**config.mk**
```make
export PLATFORM = sky130hd
export DESIGN_NAME = mdio_master_regs
export DESIGN_NICKNAME = d
export VERILOG_FILES = /design/src/rtl/mdio_pkg.sv /design/src/rtl/mdio_mdc_gen.sv /design/src/rtl/mdio_frame_engine.sv /design/src/rtl/mdio_master_regs.sv
export SDC_FILE = /design/constraint.sdc
export NUM_CORES = 1
export LEC_CHECK = 0
export BUFFER_PORTS_ARGS = -buffer_cell sky130_fd_sc_hd__buf_4
export CAP_MARGIN = 20
export CELL_PAD_IN_SITES_DETAIL_PLACEMENT = 1
export CELL_PAD_IN_SITES_GLOBAL_PLACEMENT = 1
export CORE_MARGIN = 4
export CORE_UTILIZATION = 40
export DETAILED_ROUTE_END_ITERATION = 10
export GPL_TIMING_DRIVEN = 0
export PLACE_DENSITY = 0.86
export SKIP_CTS_REPAIR_TIMING = 1
export SKIP_LAST_GASP = 1
export SYNTH_ARGS = -nofsm -noshare
export SYNTH_HDL_FRONTEND = slang
export SYNTH_SLANG_ARGS = --single-unit
export TNS_END_PERCENT = 20
```
**constraint.sdc**
```tcl
create_clock -name clk -period 2.61 [get_ports clk]
set_input_delay 0.522 -clock clk [delete_from_list [all_inputs] [get_ports clk]]
set_output_delay 0.522 -clock clk [all_outputs]
set_load 0.01 [all_outputs]
```
**src/rtl/mdio_pkg.sv**
```systemverilog
package mdio_pkg;
  typedef enum logic [1:0] {FR_ADDR = 2'd0, FR_WRITE = 2'd1, FR_READ = 2'd2} frame_kind_e;

  localparam logic [1:0] ST_SHORT = 2'b01;
  localparam logic [1:0] ST_EXT   = 2'b00;
  localparam logic [1:0] OP_ADDR  = 2'b00;
  localparam logic [1:0] OP_WRITE = 2'b01;
  localparam logic [1:0] OP_RD_S  = 2'b10;
  localparam logic [1:0] OP_RD_E  = 2'b11;

  localparam logic [1:0] OFS_CFG  = 2'd0;
  localparam logic [1:0] OFS_CTRL = 2'd1;
  localparam logic [1:0] OFS_ADDR = 2'd2;
  localparam logic [1:0] OFS_DATA = 2'd3;
endpackage

```
**src/rtl/mdio_mdc_gen.sv**
```systemverilog
module mdio_mdc_gen #(
  parameter int DIV_W = 10
) (
  input  logic             clk,
  input  logic             rst,
  input  logic             run,
  input  logic [DIV_W-1:0] div,
  output logic             mdc,
  output logic             rise_ev,
  output logic             fall_ev
);
  logic [DIV_W-1:0] cnt;
  logic             hit;

  always_comb begin
    hit     = run && (div != '0) && (cnt == div - 1'b1);
    rise_ev = hit && !mdc;
    fall_ev = hit && mdc;
  end

  always_ff @(posedge clk) begin
    if (rst || !run) begin
      cnt <= '0;
      mdc <= 1'b0;
    end else if (div != '0) begin
      if (hit) begin
        cnt <= '0;
        mdc <= !mdc;
      end else begin
        cnt <= cnt + 1'b1;
      end
    end
  end

  AST_MDC_HELD: assert property (@(posedge clk) disable iff (rst)
    (div == '0) |=> !mdc);
  AST_MDC_IDLE_LOW: assert property (@(posedge clk) disable iff (rst)
    !run |=> !mdc);
endmodule

```
**src/rtl/mdio_frame_engine.sv**
```systemverilog
module mdio_frame_engine
  import mdio_pkg::*;
#(
  parameter int PRE_LEN = 32,
  parameter int PHY_W   = 5,
  parameter int DEV_W   = 5,
  parameter int DATA_W  = 16
) (
  input  logic              clk,
  input  logic              rst,
  input  logic              start,
  input  logic              is_ext,
  input  frame_kind_e       kind,
  input  logic [PHY_W-1:0]  port,
  input  logic [DEV_W-1:0]  dev,
  input  logic [DATA_W-1:0] payload,
  input  logic              rise_ev,
  input  logic              fall_ev,
  input  logic              mdio_i,
  output logic              active,
  output logic              mdo,
  output logic              oe,
  output logic              done,
  output logic [DATA_W-1:0] rd_data,
  output logic              rd_fail
);
  localparam int HDR_LEN   = PRE_LEN + 4 + PHY_W + DEV_W;
  localparam int FRAME_LEN = HDR_LEN + 2 + DATA_W;
  localparam int IDX_W     = $clog2(FRAME_LEN);
  localparam logic [IDX_W-1:0] LAST_IDX = IDX_W'(FRAME_LEN - 1);
  localparam logic [IDX_W-1:0] REL_IDX  = IDX_W'(HDR_LEN - 1);
  localparam logic [IDX_W-1:0] HDR_IDX  = IDX_W'(HDR_LEN);
  localparam logic [IDX_W-1:0] TA2_IDX  = IDX_W'(HDR_LEN + 1);
  localparam logic [IDX_W-1:0] DAT_IDX  = IDX_W'(HDR_LEN + 2);

  logic [FRAME_LEN-1:0] frame_w, shreg;
  logic [IDX_W-1:0]     idx;
  logic [1:0]           st_w, op_w, ta_w;
  logic [DATA_W-1:0]    pay_w;
  logic                 rd_q, ta_ok;

  always_comb begin
    st_w = is_ext ? ST_EXT : ST_SHORT;
    case (kind)
      FR_ADDR:  op_w = OP_ADDR;
      FR_WRITE: op_w = OP_WRITE;
      FR_READ:  op_w = is_ext ? OP_RD_E : OP_RD_S;
      default:  op_w = OP_WRITE;
    endcase
    ta_w    = (kind == FR_READ) ? 2'b11 : 2'b10;
    pay_w   = (kind == FR_READ) ? '1 : payload;
    frame_w = {{PRE_LEN{1'b1}}, st_w, op_w, port, dev, ta_w, pay_w};
  end

  assign rd_fail = !ta_ok;

  always_ff @(posedge clk) begin
    if (rst) begin
      active  <= 1'b0;
      mdo     <= 1'b0;
      oe      <= 1'b0;
      done    <= 1'b0;
      shreg   <= '0;
      idx     <= '0;
      rd_q    <= 1'b0;
      ta_ok   <= 1'b0;
      rd_data <= '0;
    end else begin
      done <= 1'b0;
      if (start && !active) begin
        shreg  <= frame_w;
        idx    <= '0;
        active <= 1'b1;
        mdo    <= frame_w[FRAME_LEN-1];
        oe     <= 1'b1;
        rd_q   <= (kind == FR_READ);
        ta_ok  <= 1'b0;
      end else if (active) begin
        if (rise_ev && rd_q) begin
          if (idx == TA2_IDX) ta_ok <= !mdio_i;
          if (idx >= DAT_IDX) rd_data <= {rd_data[DATA_W-2:0], mdio_i};
        end
        if (fall_ev) begin
          if (idx == LAST_IDX) begin
            active <= 1'b0;
            oe     <= 1'b0;
            mdo    <= 1'b0;
            done   <= 1'b1;
          end else begin
            idx   <= idx + 1'b1;
            shreg <= shreg << 1;
            mdo   <= shreg[FRAME_LEN-2];
            oe    <= !(rd_q && idx >= REL_IDX);
          end
        end
      end
    end
  end

  AST_OE_IDLE: assert property (@(posedge clk) disable iff (rst)
    !active |-> !oe);
  AST_READ_RELEASE: assert property (@(posedge clk) disable iff (rst)
    (active && rd_q && idx >= HDR_IDX) |-> !oe);
  AST_DRIVE_ON_FALL: assert property (@(posedge clk) disable iff (rst)
    !$stable(mdo) |-> $past(fall_ev || start));
  AST_DONE_ENDS: assert property (@(posedge clk) disable iff (rst)
    done |-> !active);
endmodule

```
**src/rtl/mdio_master_regs.sv**
```systemverilog
module mdio_master_regs
  import mdio_pkg::*;
#(
  parameter int DIV_W     = 10,
  parameter int DIV_RESET = 0,
  parameter int PRE_LEN   = 32
) (
  input  logic        clk,
  input  logic        rst,
  input  logic        reg_we,
  input  logic [1:0]  reg_addr,
  input  logic [31:0] reg_wdata,
  output logic [31:0] reg_rdata,
  output logic        mdc,
  output logic        mdio_o,
  output logic        mdio_oe,
  input  logic        mdio_i
);
  localparam int PHY_W    = 5;
  localparam int DEV_W    = 5;
  localparam int DATA_W   = 16;
  localparam int DIV_LSB  = 16;
  localparam int PORT_LSB = DEV_W;
  localparam int RD_BIT   = 15;

  logic              enc_ext, data_busy, rd_err;
  logic [DIV_W-1:0]  div_q;
  logic [PHY_W-1:0]  port_q;
  logic [DEV_W-1:0]  dev_q;
  logic [15:0]       addr_q;
  logic [DATA_W-1:0] data_q;
  frame_kind_e       kind_q;

  logic              accept, launch, busy, rise_ev, fall_ev, eng_done, eng_fail;
  frame_kind_e       l_kind;
  logic [PHY_W-1:0]  l_port;
  logic [DEV_W-1:0]  l_dev;
  logic [DATA_W-1:0] l_pay, eng_rd;

  always_comb begin
    accept = reg_we && !busy;
    launch = 1'b0;
    l_kind = FR_WRITE;
    l_port = port_q;
    l_dev  = dev_q;
    l_pay  = reg_wdata[DATA_W-1:0];
    if (accept) begin
      case (reg_addr)
        OFS_CTRL: if (reg_wdata[RD_BIT]) begin
          launch = 1'b1;
          l_kind = FR_READ;
          l_port = reg_wdata[PORT_LSB +: PHY_W];
          l_dev  = reg_wdata[DEV_W-1:0];
        end
        OFS_ADDR: if (enc_ext) begin
          launch = 1'b1;
          l_kind = FR_ADDR;
        end
        OFS_DATA: launch = 1'b1;
        default:  launch = 1'b0;
      endcase
    end
  end

  always_ff @(posedge clk) begin
    if (rst) begin
      enc_ext   <= 1'b0;
      div_q     <= DIV_W'(DIV_RESET);
      port_q    <= '0;
      dev_q     <= '0;
      addr_q    <= '0;
      data_q    <= '0;
      data_busy <= 1'b0;
      rd_err    <= 1'b0;
      kind_q    <= FR_WRITE;
    end else begin
      if (accept) begin
        case (reg_addr)
          OFS_CFG: begin
            enc_ext <= reg_wdata[2];
            div_q   <= reg_wdata[DIV_LSB +: DIV_W];
          end
          OFS_CTRL: begin
            port_q <= reg_wdata[PORT_LSB +: PHY_W];
            dev_q  <= reg_wdata[DEV_W-1:0];
          end
          OFS_ADDR: addr_q <= reg_wdata[15:0];
          default:  data_q <= reg_wdata[DATA_W-1:0];
        endcase
      end
      if (launch) begin
        kind_q    <= l_kind;
        rd_err    <= 1'b0;
        data_busy <= (l_kind != FR_ADDR);
      end
      if (eng_done) begin
        data_busy <= 1'b0;
        if (kind_q == FR_READ) begin
          rd_err <= eng_fail;
          data_q <= eng_fail ? '1 : eng_rd;
        end
      end
    end
  end

  mdio_mdc_gen #(.DIV_W(DIV_W)) u_clk (
    .clk(clk), .rst(rst), .run(busy), .div(div_q),
    .mdc(mdc), .rise_ev(rise_ev), .fall_ev(fall_ev)
  );

  mdio_frame_engine #(.PRE_LEN(PRE_LEN), .PHY_W(PHY_W), .DEV_W(DEV_W), .DATA_W(DATA_W)) u_eng (
    .clk(clk), .rst(rst), .start(launch), .is_ext(enc_ext), .kind(l_kind),
    .port(l_port), .dev(l_dev), .payload(l_pay),
    .rise_ev(rise_ev), .fall_ev(fall_ev), .mdio_i(mdio_i),
    .active(busy), .mdo(mdio_o), .oe(mdio_oe), .done(eng_done),
    .rd_data(eng_rd), .rd_fail(eng_fail)
  );

  always_comb begin
    reg_rdata = '0;
    case (reg_addr)
      OFS_CFG: begin
        reg_rdata[DIV_LSB +: DIV_W] = div_q;
        reg_rdata[2] = enc_ext;
        reg_rdata[1] = rd_err;
        reg_rdata[0] = busy;
      end
      OFS_CTRL: begin
        reg_rdata[PORT_LSB +: PHY_W] = port_q;
        reg_rdata[DEV_W-1:0]         = dev_q;
      end
      OFS_ADDR: reg_rdata[15:0] = addr_q;
      default: begin
        reg_rdata[31]         = data_busy;
        reg_rdata[DATA_W-1:0] = data_q;
      end
    endcase
  end

  AST_IGNORE_BUSY: assert property (@(posedge clk) disable iff (rst)
    (busy && reg_we) |=> ($stable(div_q) && $stable(enc_ext) && $stable(data_q) && $stable(addr_q) && $stable(port_q)));
  AST_DBUSY_COVERED: assert property (@(posedge clk) disable iff (rst)
    (data_busy && !eng_done) |-> busy);
  AST_LAUNCH_ONE: assert property (@(posedge clk) disable iff (rst)
    launch |=> busy);
endmodule

```
======== Yosys cells after proc, flatten, opt, wreduce, memory -nomap -nowiden ========
Index checks and enable logic that the tools add are counted.
operators by class
  reduce and logical (&&, ||, !) cells .... 34
  eq/ne operators ......................... 9
  bitwise gates (word level) .............. 4
  $add $sub $neg .......................... 3
  $lt $le $gt $ge ......................... 2
  muxes and demuxes ....................... 49
operators by type and width
  operator                                                  number
  2-to-1 mux 63 bit                                         4
  2-to-1 mux 16 bit                                         6
  2-to-1 mux 5 bit                                          6
  2-to-1 mux 1 bit                                          23
  case mux 7 bit (3 select lines)                           1
  2-to-1 mux 10 bit                                         2
  == test 6 bit, second input constant                      2
  greater-or-equal comparator 6 bit, second input constant  2
  case mux 6 bit (2 select lines)                           1
  adder 10 x 1 -> 10 bit, second input constant             1
  == test 10 bit                                            1
  AND reduction 2 bit                                       5
  nonzero test 10 bit                                       1
  subtractor 10 x 1 -> 10 bit, second input constant        1
  case mux 3 bit (3 select lines)                           1
  AND reduction 3 bit                                       3
  == test 2 bit, second input constant                      4
  logical AND 1 bit                                         8
  case mux 2 bit (2 select lines)                           2
  adder 6 x 1 -> 6 bit, second input constant               1
  nonzero test 2 bit                                        3
  OR reduction 2 bit                                        3
  zero test 1 bit                                           5
  zero test 2 bit                                           2
  9 further kinds                                           13
word-level totals
  bits in registers ....................... 159
  output and inout bits ................... 35

======== Logic depth before layout (Yosys ltp) ========
  depth after elaboration ................. 7
  mapped depth ............................ 12

======== Cells and area by module ========
From an unflattened synthesis, not the netlist that was laid out.
second synthesis, totals
  cells, all modules ...................... 936
  area, all modules ....................... 7656.1 um2
modules (own cells, without submodules)
  module             times used  sequential area each (um2)  area an instance (um2)  cells an instance
  mdio_frame_engine  1           1821.7                      3771.1                  445
  mdio_master_regs   1           1141.1                      2946.6                  375
  mdio_mdc_gen       1           220.2                       938.4                   116

======== Least setup slack after synthesis ========
Ideal clock, no wire load.
  path type ............................... input-to-reg
  start ................................... input reg_addr[0]
  end ..................................... register u_eng.shreg[18]
  cell stages on the path ................. 9
  data arrival time ....................... 2.627 ns
  data required time ...................... 2.507 ns
  library setup time ...................... 0.103 ns
  setup slack ............................. -0.120 ns
  cells stage by stage .................... inv_1 -> ha_1 -> clkbuf_1 -> a221oi_1 -> nor3_1 -> clkbuf_1 -> buf_1 -> nor2_1 -> a2111oi_2
between the ends
  longest elaborated chain between the ends .. 6
ends and longest elaborated chain
  what                                                                           RTL line                 source
  start: declaration                                                             mdio_master_regs.sv:11   input logic [1:0] reg_addr,
  == test 2 bit or == test 2 x 1 -> 1 bit (tied branches)                        mdio_master_regs.sv:48   case (reg_addr)
  case mux 1 bit (3 select lines)                                                mdio_master_regs.sv:48
  2-to-1 mux 1 bit                                                               mdio_master_regs.sv:47   if (accept) begin
  logical AND 1 bit                                                              mdio_frame_engine.sv:70  if (start && !active) begin
  != test 2 x 1 -> 1 bit (no source line) or nonzero test 2 bit (tied branches)  n/a
  AND reduction 3 bit (no source line)                                           n/a
  end signal: assignment                                                         mdio_frame_engine.sv:71  shreg <= frame_w;
  end signal: assignment                                                         mdio_frame_engine.sv:91  shreg <= shreg << 1;
  end: declaration                                                               mdio_frame_engine.sv:36  logic [FRAME_LEN-1:0] frame_w, shreg;
Several ways; a longest one is shown, not always the timed one.
A chain may end at the register's enable or synchronous reset.

======== Worst setup path in the final report ========
  start ................................... register div_q[2]
  end ..................................... register u_eng.shreg[25]
between the ends
  longest elaborated chain between the ends .. 6
ends and longest elaborated chain
  what                                                                RTL line                source
  start: declaration                                                  mdio_master_regs.sv:27  logic [DIV_W-1:0] div_q;
  start signal: assignment                                            mdio_master_regs.sv:68  div_q <= DIV_W'(DIV_RESET);
  start signal: assignment                                            mdio_master_regs.sv:81  div_q <= reg_wdata[DIV_LSB +: DIV_W];
  subtractor 10 x 1 -> 10 bit or nonzero test 10 bit (tied branches)  mdio_mdc_gen.sv:16      hit = run && (div != '0) && (cnt == div - 1'b1);
  == test 10 bit or logical AND 1 bit (tied branches)                 mdio_mdc_gen.sv:16
  logical AND 1 bit (*)                                               mdio_mdc_gen.sv:16
  logical AND 1 bit (*)                                               mdio_mdc_gen.sv:18      fall_ev = hit && mdc;
  nonzero test 2 bit (no source line) (*)                             n/a
  AND reduction 3 bit (no source line) (*)                            n/a
Mark *: on every way between the ends. The rest lies on a longest branch, timed or not.

==> results.yml <==
drt:
  vias: 8061
  postRouteAntennaNets: 0
  first_iter_violations: 618
  routed_via_density: 5.91
  finalWirelength_um: 29000
  firstDrtPassIters: 7
  wl_per_cell_um: 21.2
  drc: 0
placed_design:
  place_area_mm2: 0.00867
  gp_congestion: 0.828
  dp_cells: 1313
  dp_hpwl_um: 18700
  portBuffers: 61
  place_ws_ns: -1.01
worst_setup_path:
  crit_cells: 9
  slowest_stage: "or4_4"
  ff2ff_path_depth: 9
  critPathLaunchType: "register"
  slowest_delay_ns: 0.54
  critical_path_arrival_ns: 3.08
  worstPathMaxFanout: 8
  path_common_cell: "buf_12"
  crit_type: "reg2reg"
  cp-end-kind: "register"
  path_delay_family: "simple AND/OR/NAND/NOR gates"
  path_buf_inv: 3
  cp_cell_sequence: "or3_4, or4_4, a211oi_4, buf_6, and4_4, buf_12, nand2_8, buf_12, a2111oi_4"
  required_ns: 2.94
sta:
  fmax_mhz: 363
  rsz0062_at_grt: "true"
  layout_min_cycle_time_ns: 2.75
  slew_viol_final: 0
  fin_worst_skew_ns: 0.00843
  maxSlewHeadroom_pct: 32.8
  setup-violations-final: 45
  hold_violations: 0
  fin_ws_ns: -0.144
  worst_pin_slew_ns: 1.01
  post-route-period-util_pct: 106
yosys:
  synth-edff-count: 0
  netlist_instances: 983
  dominantRegCellSynth: "dfxtp_1"
  post_synth_and_or_nand_nor_area_fraction_pct: 27.0
  ys_seq_elements: 159
  synth_area_mm2: 0.00786
  ys_seq_area_share_pct: 40.5
  yosys.area.top_type: "dfxtp_1"
  ys_warn_count: 0
  synth_xor_area_share_pct: 2.23
  synth_area_leaders: "dfxtp_1 40%, nand2_1 9.5%, a21oi_1 4.7%"
  yosysMostFrequentCell: "nand2_1"
  synth-adder-area-share_pct: 1.75
  synth_top_area_share_pct: 40.5
  synth_top_family_by_area: "simple AND/OR/NAND/NOR gates"
  synth.area.mux_share_pct: 2.44
  yosys-top-cells-count: "198 x nand2_1, 159 x dfxtp_1, 74 x a21oi_1"
  syn_avg_cell_area_um2: 8.00
  synth_async_sr_flop_share_pct: 0
  synth_cell_types: 63
  synth_compound_area_share_pct: 19.9
power:
  power_density_mw_per_mm2: 570
  power_leakage_nw: 3.54
  total_power_mw: 5.61
  ir_drop_uv: 457
cts:
  path_clk_slew_ns: 0.07
  cts.sinks: 159
  root_buffer: "clkbuf_16"
  h-tree-depth: 4
  cts_buffers: 17
  cts_tree: "built"
  clock_latency_ns: 0.44
  cts.path.max_buffers: 2
die:
  initial_core_util_pct: 40.5
  fp-row-count: 51
  ioPinCount: 73
  die_area_mm2: 0.0220
  core-area_mm2: 0.0194
  die_w_um: 148
  die_h_um: 148
run:
  maxCapViolCount: 0
final_layout:
  fillers: 2343
  antenna_cells: 0
  instances_no_fill: 1363
  regArea_mm2: 0.00320
  syn2layout_area_growth_pct: 25.2
  multi_input_area_mm2: 0.00453
  final_cell_area_mm2: 0.00984
  drive_gt1_share_pct: 20.9
  final_nets: 1135
global_route:
  grt_max_degree: 17
  grt_use_total_pct: 23.9
  gr-total-overflow: 0
  grt_pass1_wl_um: 42000
  antenna_found_initial: 0
  grt_pass1_vias: 7924
hold_path:
  hold_depth: 3
  hold_class: "in2reg"
run_status:
  status: "finished with violations"
  violations: "setup timing"
-- sequential cells by signal, summed over array words and instances, names as in the netlist --
signal and flops:
u_eng.mdo 1, u_eng.shreg 63, data_q 16, kind_q 2, u_clk.cnt 10, data_busy 1
u_eng.idx 6, dev_q 5, enc_ext 1, port_q 5, u_eng.rd_data 16, u_eng.active 1
u_clk.mdc 1, addr_q 16, u_eng.oe 1, div_q 10, u_eng.rd_q 1, u_eng.done 1
rd_err 1, u_eng.ta_ok 1
-- stage by stage --
stage	hold slack (ns)	setup TNS [ns]	utilization [%]
detailed placement	0.439	-59.58	44.7
finish	0.323	-2.12	50.7
floorplan	0.399	0	-
global placement	0.443	-52.32	44.7
CTS	0.325	-47.30	47.5
global route	0.319	-11.53	50.7
-- worst reg2reg max path: stages (launching register included) --
cell	delay (ns)
dfxtp_4	0.37
or3_4	0.40
or4_4	0.54
a211oi_4	0.22
buf_6	0.16
and4_4	0.23
buf_12	0.16
nand2_8	0.09
buf_12	0.16
a2111oi_4	0.32
-- metal layers --
layer	vias to the layer above	global-route usage, %	share of wire (%)	wire, µm
met3	51	4.45	6.1	1770
met5	-	0	0	0
met2	299	39.5	49	14200
li1	3690	-	-	-
met4	0	6.74	1.9	552
met1	4021	32.2	43	12400
-- cell type report --
type,count,share of cell area [%]
Inverter,16,0.610
Buffer,86,5.07
Sequential cell,159,32.5
Timing Repair Buffer,84,7.05
Tap cell,265,3.37
Clock inverter,14,1.12
Multi-Input combinational cell,722,46.0
Clock buffer,17,4.32
-- final timing paths --
kind	start	end	slack, ns
max	div_q[2]	u_eng.shreg[25]	-0.14
min	reg_wdata[18]	div_q[2]	0.32
max reg2reg	div_q[2]	u_eng.shreg[25]	-0.14
min reg2reg	u_eng.done	data_busy	0.45
-- cells in the final DEF (no fill, tap or decap), types with 6 or more instances in the layout --
cell / instances
nand4_1: 24
clkbuf_16: 19
a31o_2: 14
and2_1: 17
nor3_1: 31
mux2i_1: 18
a22oi_1: 7
nor2_1: 59
and3_1: 34
a211oi_1: 9
nand2_1: 198
nand2b_1: 11
clkinvlp_4: 7
clkbuf_1: 43
clkbuf_2: 10
nand3_1: 22
xor2_1: 8
dfxtp_1: 153
buf_6: 6
nor3b_1: 16
buf_4: 88
a211oi_2: 16
a21oi_1: 71
a311oi_1: 19
o31ai_1: 8
ha_1: 10
xnor2_1: 12
clkbuf_4: 6
inv_1: 16
o21ai_0: 36
-- where the power goes --
group	internal (mW)	switching, mW	total, mW
Sequential	2.51	0.0591	2.57
Clock	1.22	1.14	2.36
Combinational	0.249	0.430	0.679
-- kinds of logic after synthesis --
kind of cell	Yosys count
compound gates	223
fa+ha+maj	11
xor+xnor	20
flops	159
buf+inv	108
simple gates	442
other cells	1
mux	19
Note: power is estimated with default switching activity, not from simulation.
